===== config.mk =====
export PLATFORM = sky130hd
export DESIGN_NAME = exti_unit
export DESIGN_NICKNAME = d
export VERILOG_FILES = /design/src/rtl/exti_pkg.sv /design/src/rtl/exti_combine.sv /design/src/rtl/exti_line.sv /design/src/rtl/exti_unit.sv
export SDC_FILE = /design/constraint.sdc
export NUM_CORES = 1
export LEC_CHECK = 0
export ABC_AREA = 1
export BUFFER_PORTS_ARGS = -buffer_cell sky130_fd_sc_hd__buf_2
export CAP_MARGIN = 20
export CORE_MARGIN = 2
export CORE_UTILIZATION = 56
export CTS_BUF_LIST = sky130_fd_sc_hd__clkbuf_8
export DETAILED_ROUTE_END_ITERATION = 6
export PLACE_DENSITY = 0.9
export REMOVE_ABC_BUFFERS = 1
export SLEW_MARGIN = 10
export SYNTH_ARGS = -nofsm -noshare
export SYNTH_HDL_FRONTEND = slang
export SYNTH_SLANG_ARGS = --single-unit

===== constraint.sdc =====
create_clock -name clk -period 1.6 [get_ports clk]
set_input_delay 0 -clock clk [delete_from_list [all_inputs] [get_ports clk]]
set_output_delay 0 -clock clk [all_outputs]
set_load 0.05 [all_outputs]

===== src/rtl/exti_pkg.sv =====
package exti_pkg;

    typedef enum logic [1:0] {
        SENS_LOW_LEVEL = 2'b00,
        SENS_RISE      = 2'b01,
        SENS_FALL      = 2'b10,
        SENS_BOTH      = 2'b11
    } sens_e;

    typedef struct packed {
        logic meta;
        logic sync;
        logic prev;
    } sync_t;

    localparam sync_t SYNC_IDLE = '{meta: 1'b1, sync: 1'b1, prev: 1'b1};

    function automatic logic edge_hit(sens_e mode, logic rise, logic fall);
        case (mode)
            SENS_RISE: edge_hit = rise;
            SENS_FALL: edge_hit = fall;
            SENS_BOTH: edge_hit = rise | fall;
            default:   edge_hit = 1'b0;
        endcase
    endfunction

    function automatic logic wake_level(sens_e mode, logic raw, logic synced);
        case (mode)
            SENS_RISE: wake_level = raw;
            SENS_BOTH: wake_level = raw ^ synced;
            default:   wake_level = ~raw;
        endcase
    endfunction

endpackage


===== src/rtl/exti_combine.sv =====
module exti_combine #(
    parameter int PINS = 3
) (
    input  logic [PINS-1:0] pin_i,
    input  logic [PINS-1:0] sel_i,
    output logic            line_o
);
    localparam int CW = $clog2(PINS + 1);

    logic [CW-1:0] n_sel;

    always_comb begin
        n_sel = '0;
        for (int k = 0; k < PINS; k++) begin
            n_sel = n_sel + CW'(sel_i[k]);
        end
        if (n_sel == '0) begin
            line_o = 1'b1;
        end else if (n_sel == CW'(1)) begin
            line_o = |(pin_i & sel_i);
        end else begin
            line_o = ~&(pin_i | ~sel_i);
        end
    end
endmodule


===== src/rtl/exti_line.sv =====
module exti_line
    import exti_pkg::*;
(
    input  logic  clk,
    input  logic  rst,
    input  logic  raw_i,
    input  sens_e mode_i,
    input  logic  svc_i,
    output logic  req_o,
    output logic  pend_o,
    output logic  wake_o
);
    sync_t sq;
    logic  pend_q;
    logic  rise, fall, hit;

    always_ff @(posedge clk) begin
        if (rst) begin
            sq <= SYNC_IDLE;
        end else begin
            sq.meta <= raw_i;
            sq.sync <= sq.meta;
            sq.prev <= sq.sync;
        end
    end

    assign rise = sq.sync & ~sq.prev;
    assign fall = ~sq.sync & sq.prev;
    assign hit  = edge_hit(mode_i, rise, fall);

    always_ff @(posedge clk) begin
        if (rst || mode_i == SENS_LOW_LEVEL) begin
            pend_q <= 1'b0;
        end else begin
            pend_q <= (pend_q & ~svc_i) | hit;
        end
    end

    assign req_o  = (mode_i == SENS_LOW_LEVEL) ? ~sq.sync : pend_q;
    assign pend_o = pend_q;
    assign wake_o = wake_level(mode_i, raw_i, sq.sync) | pend_q;

    AST_LEVEL_NO_LATCH: assert property (@(posedge clk) disable iff (rst)
        mode_i == SENS_LOW_LEVEL |=> !pend_q);
    AST_SVC_CLEARS: assert property (@(posedge clk) disable iff (rst)
        (pend_q && svc_i && !hit) |=> !pend_q);
    AST_EDGE_WINS: assert property (@(posedge clk) disable iff (rst)
        (hit && mode_i != SENS_LOW_LEVEL) |=> pend_q);
    AST_PEND_HOLDS: assert property (@(posedge clk) disable iff (rst)
        (pend_q && !svc_i && mode_i != SENS_LOW_LEVEL) |=> pend_q);
endmodule


===== src/rtl/exti_unit.sv =====
module exti_unit
    import exti_pkg::*;
#(
    parameter int LINES      = 4,
    parameter int PINS       = 3,
    parameter bit TLI_RISING = 1'b0
) (
    input  logic                  clk,
    input  logic                  rst,
    input  logic [LINES*PINS-1:0] pin_i,
    input  logic [LINES*PINS-1:0] sel_i,
    input  logic [2*LINES-1:0]    mode_i,
    input  logic [LINES-1:0]      svc_i,
    input  logic                  tli_pin_i,
    input  logic                  tli_svc_i,
    output logic [LINES-1:0]      req_o,
    output logic                  tli_req_o,
    output logic                  wake_o
);
    localparam sens_e TLI_MODE = TLI_RISING ? SENS_RISE : SENS_FALL;

    logic [LINES-1:0] raw;
    logic [LINES-1:0] line_wake;
    logic [LINES-1:0] line_pend;
    logic             tli_wake;
    logic             tli_pend;

    for (genvar i = 0; i < LINES; i++) begin : g_line
        exti_combine #(.PINS(PINS)) u_comb (
            .pin_i  (pin_i[i*PINS +: PINS]),
            .sel_i  (sel_i[i*PINS +: PINS]),
            .line_o (raw[i])
        );
        exti_line u_line (
            .clk    (clk),
            .rst    (rst),
            .raw_i  (raw[i]),
            .mode_i (sens_e'(mode_i[2*i +: 2])),
            .svc_i  (svc_i[i]),
            .req_o  (req_o[i]),
            .pend_o (line_pend[i]),
            .wake_o (line_wake[i])
        );
    end

    exti_line u_tli (
        .clk    (clk),
        .rst    (rst),
        .raw_i  (tli_pin_i),
        .mode_i (TLI_MODE),
        .svc_i  (tli_svc_i),
        .req_o  (tli_req_o),
        .pend_o (tli_pend),
        .wake_o (tli_wake)
    );

    assign wake_o = (|line_wake) | tli_wake;

    AST_TLI_WAKES: assert property (@(posedge clk) disable iff (rst)
        tli_req_o |-> wake_o);
    AST_PEND_WAKES: assert property (@(posedge clk) disable iff (rst)
        (|line_pend) |-> wake_o);
    AST_TLI_ONE_EDGE: assert property (@(posedge clk) disable iff (rst)
        $rose(tli_pend) |-> (tli_pin_i == TLI_RISING || $past(tli_pin_i) == TLI_RISING
                             || $past(tli_pin_i, 2) == TLI_RISING));
endmodule


# Word level (Yosys, flattened, before mapping)
# Index checks and enable logic that the tools add are counted.
op_classes:
  mux: 20
  n_eq_ne: 16
  shifts: 0
  n_bitwise: 64
  addsub: 8
  n_lt_le_gt_ge: 0
  n_reduce_logical: 25
  mul: 0
  div_mod_pow: 0
ops:
  columns: ["operator", "n"]
  rows:
  - ["$not 1->1", 19]
  - ["$eq 2x1->1 const B", 8]
  - ["$eq 2x2->1 const B", 8]
  - ["$logic_not 2->1", 8]
  - ["$or 1x1->1", 15]
  - ["$and 1x1->1", 14]
  - ["$and 3x3->3", 4]
  - ["$mux 1", 12]
  - ["$not 3->3", 4]
  - ["$or 3x3->3", 4]
  - ["$pmux 1 s3", 4]
  - ["$reduce_and 3->1", 4]
  - ["$reduce_or 3->1", 4]
  - ["$add 1x1->2", 4]
  - ["$add 2x1->2", 4]
  - ["$pmux 1 s2", 4]
  - ["$logic_not 1->1", 4]
  - ["$logic_or 1x1->1", 4]
  - ["$reduce_or 4->1", 1]
  - ["$xor 1x1->1", 4]
totals:
  mem_bits_ro: 0
  ff_bits: 20
  in_bits: 40
  memories: 0
  ram_bits: 0
  latchBits: 0

# Logic depth before layout (Yosys ltp)
logic_depth:
  ltp_word: 11
  mapped_depth: 11
  ltp_nobuf: 11

# Hierarchy
# Synthesis repeated with hierarchy kept, for this count alone.
unflattened:
  cells_unflattened: 264
  area_unflattened_um2: 1537.7
modules_own_cells:
  columns: ["mod", "area_per_inst_um2", "cells_each", "seq_area_each_um2", "instances"]
  rows:
  - ["exti_line", 222.7, 34, 80.1, 5]
  - ["exti_combine", 100.1, 22, 0.0, 4]
  - ["exti_unit", 23.8, 6, 0.0, 1]

# Worst setup path before layout
# No wires, ideal clock.
synth_path:
  kind: "in2out"
  startpoint: "in sel_i[0]"
  endpoint: "out wake_o"
  slack_ns: 0.310
  n_path_buf: 0
  stages: 9
  t_required_ns: 1.600
  arrival_ns: 1.290
  path_cell_list: "inv_1 fa_1 nor2_2 nand4_4 nand2_2 nand2_1 nand2_1 nor2_1 nand2_1"
synth_between:
  elab_chain_cells: 11
  elab_cells_between_ends: 18
  cone_classes: "add/sub: 2; eq/ne: 1; mux: 3; bitwise: 7; reduce/logical: 5"
synth_lines:
  columns: ["element", "line_no", "text"]
  rows:
  - ["start, declared", "exti_unit.sv:11", "input logic [LINES*PINS-1:0] sel_i,"]
  - ["parallel branches: the longest is 5 deep, another holds $add 1x1->2", null, null]
  - ["$mux 1 *", "exti_combine.sv:17", "if (n_sel == '0) begin"]
  - ["$xor 1x1->1 or $not 1->1 (tied branches)", "exti_pkg.sv:30, exti_pkg.sv:31", null]
  - ["$pmux 1 s2 *", "exti_pkg.sv:28", "case (mode)"]
  - ["$or 1x1->1 *", "exti_line.sv:41", "assign wake_o = wake_level(mode_i, raw_i, sq.sync) | pend_q;"]
  - ["$reduce_or 4->1 *", "exti_unit.sv:57", "assign wake_o = (|line_wake) | tli_wake;"]
  - ["$or 1x1->1 *", "exti_unit.sv:57", null]
  - ["end, declared", "exti_unit.sv:18", "output logic wake_o"]
# Mark *: on every way between the ends.

# Worst setup path after layout
layout_path:
  startpoint: "in sel_i[9]"
  endpoint: "out wake_o"
# The elaborated chain is that of the path after synthesis.

==> results.json <==
{
  "post_cts_buffers": 0,
  "syn_area_mm2": 0.001378,
  "whs_ns": 0.08992,
  "worstPathMaxFanout": 3,
  "multi_input_area_um2": 773.2,
  "cts_sinks": 20,
  "grt_max_degree": 14,
  "dr.pass1.iters": 4,
  "worst_hold_path_type": "input port to flop",
  "n_antenna_cell": 0,
  "grt_usage_pct": 20.74,
  "first_global_vias": 1191,
  "synth_area_leader_cell": "dfxtp_1",
  "drv_cap": 0,
  "finalNetCount": 303,
  "crit_start": "sel_i[9]",
  "final_core_util_pct": 74.00,
  "die_height_um": 53.60,
  "cts_buffers": 3,
  "grt_pass1_wl_mm": 4.436,
  "fin_crit_ns": 1.502,
  "num_rows": 17,
  "dpl_cell_area_mm2": 0.001603,
  "r2r-start": "g_line[0].u_line.sq[1]$_SDFF_PP1_",
  "clock_latency_ns": 0.26,
  "fillers": 205,
  "irDropWorstVdd_uv": 777.8,
  "p_per_area_mw_per_mm2": 716.0,
  "dp_cells": 272,
  "yosys-top-cells-area": "dfxtp_1, nand2_1, inv_1",
  "worst_slew_pin_slew_ns": 0.2599,
  "portBuffers": 45,
  "grt_antenna_before_repair": 0,
  "gp_congestion": 0.7491,
  "synth-seq-cells": 20,
  "place_ws_ns": 0.08464,
  "antenna_left": 0,
  "startpoint_type": "input port",
  "period_share_pct": 93.90,
  "drt_wl_total_mm": 2.572,
  "clockBufferDepth": 2,
  "worstHoldStart": "rst",
  "critical_path_class": "input port to output pin",
  "netlist_instances": 204,
  "ys_types": 26,
  "crit_chain": "buf_2 -> inv_1 -> fa_1 -> inv_1 -> nand2_1 -> nor2_1 -> nand2_1 -> nand3_1 -> nand2_1 -> a21oi_2 -> nand2_1 -> buf_4",
  "wl_per_cell_um": 9.252,
  "critPathSlowestCell": "fa_1",
  "drt_iter0_drc": 10,
  "critPathRequiredTime_ns": 1.60,
  "place_hpwl_mm": 2.139,
  "vias_per_cell": 4.813,
  "synth_area_per_cell_um2": 6.753,
  "yosysWarnings": 0,
  "setup-tns-final_ns": 0,
  "clock.fmax_mhz": 665.6,
  "setup_viol": 0,
  "instances_no_fill": 278,
  "slew_violations": 0,
  "coreArea_mm2": 0.002276,
  "yosysTopAreaCellShare_pct": 29.06,
  "ys_seq_area_share_pct": 29.06,
  "totalPowerFinal_mw": 1.206,
  "leakage_nw": 0.9610,
  "arrival_ns": 1.50,
  "endpoint_kind": "output pin",
  "io_pins": 46,
  "crit_family": "adder cells",
  "slew_headroom_pct": 82.68,
  "final_cell_area_mm2": 0.001684,
  "drive_above_1_share_pct": 26.80,
  "cts_tree": "yes",
  "path_buf_inv": 4,
  "clkTransAtPathRegs_ns": 0.07,
  "seqCellArea_um2": 400.4,
  "max_stage_delay_ns": 0.47,
  "finClkSkew_ns": 0.004106,
  "area_delta_synth_final_pct": 22.25,
  "hold_viol": 0,
  "die_area_mm2": 0.002872,
  "root_buffer": "clkbuf_8",
  "crit_top_cell": "nand2_1",
  "gr-total-overflow": 0,
  "vias": 1338,
  "die_w_um": 53.60,
  "htreeDepth": 1,
  "drc": 0,
  "setup_slack_ns": 0.09756,
  "start_util_pct": 60.53,
  "outcome": "finished clean"
}
## Yosys cell counts
cell / number
nor3b_1: 3
or2_0: 2
nor3_1: 9
nand3_1: 6
nand2_1: 47
nand3_2: 1
and3b_1: 1
nand4_1: 3
inv_2: 10
o21ai_0: 5
nor2_1: 20
nand4_4: 1
o21ai_1: 3
inv_1: 36
fa_1: 4
buf_4: 4
a21oi_4: 1
a21oi_1: 7
ha_1: 8
nor2_2: 1
o32ai_1: 1
nand2_2: 1
or2_2: 2
buf_2: 1
or2_1: 7
dfxtp_1: 20
## repair_timing
action | in CTS | in global routing
resized for setup | 0 | 3
endpoints found under the hold margin | 2 | 0
endpoints found under the setup margin | 0 | 1
hold buffers | 2 | 0
## state kept, by name, indices dropped and copies added, names as in the netlist
| name | cells |
|---|---|
| g_line.u_line.sq | 12 |
| u_tli.pend_o | 1 |
| g_line.u_line.pend_o | 4 |
| u_tli.sq | 3 |
## report_power, final
part	switching, mW	leakage (nW)	internal, mW	total, mW
sequential	0.0101	0.164	0.522	0.532
combinational	0.178	0.768	0.122	0.299
clock	0.156	0.0288	0.219	0.375
total	0.344	0.961	0.862	1.21
## logic make-up (layout without fill, tap and decap cells)
kind of cell / Yosys count / in the layout / share of synthesized area, %
and+or+nand+nor: 104 / 104 / 35.51
buffers and inverters: 51 / 97 / 15.08
DFF: 20 / 20 / 29.06
AOI/OAI and AO/OA: 17 / 17 / 7.266
adders and majority gates: 12 / 12 / 13.08
## placed cells by master, fill, tap and decap left out
cell           netlist  final
inv_1               36     36
inv_2               10     10
o21ai_0              5      5
o32ai_1              1      1
nor3_1               9      9
or2_2                2      2
nand4_1              3      3
buf_2                1     44
buf_4                4      1
nor2_2               1      1
and3b_1              1      1
or2_1                7      7
nand2_1             47     47
fa_1                 4      4
nand2_2              1      1
dfxtp_1             20     20
a21oi_1              7      6
a21oi_4              1      1
nand3_1              6      6
clkbuf_8             0      4
dlygate4sd3_1        0      2
nor2_1              20     20
ha_1                 8      8
nand3_2              1      1
nor3b_1              3      3
or2_0                2      2
nand4_4              1      1
o21ai_1              3      3
a21oi_2              0      1
## per-layer routing
layer	routed length (um)	share of wire [%]	global-route usage (%)
met2	1316	51	40.74
met4	13	0.51	4.274
met5	0	0	0
met3	123	4.8	5.833
met1	1118	43	21.59
## worst paths after layout
kind                                             end  slack (ns)  depth (start not counted)
setup reg to reg  g_line[0].u_line.pend_o$_SDFF_PP0_        0.44                          6
setup / recovery                              wake_o         0.1                         12
hold reg to reg    g_line[1].u_line.sq[1]$_SDFF_PP1_        0.41                          1
hold / removal    g_line[0].u_line.pend_o$_SDFF_PP0_        0.09                          2
## final cells by class
| cell class | count | area share, % |
|---|---|---|
| sequential | 20 | 23.77 |
| tap | 28 | 2.080 |
| multi-input combinational | 133 | 45.91 |
| timing repair buffer | 47 | 14.71 |
| clock buffer | 4 | 3.269 |
| inverter | 46 | 10.25 |
Power figures use the tool's default switching activity.
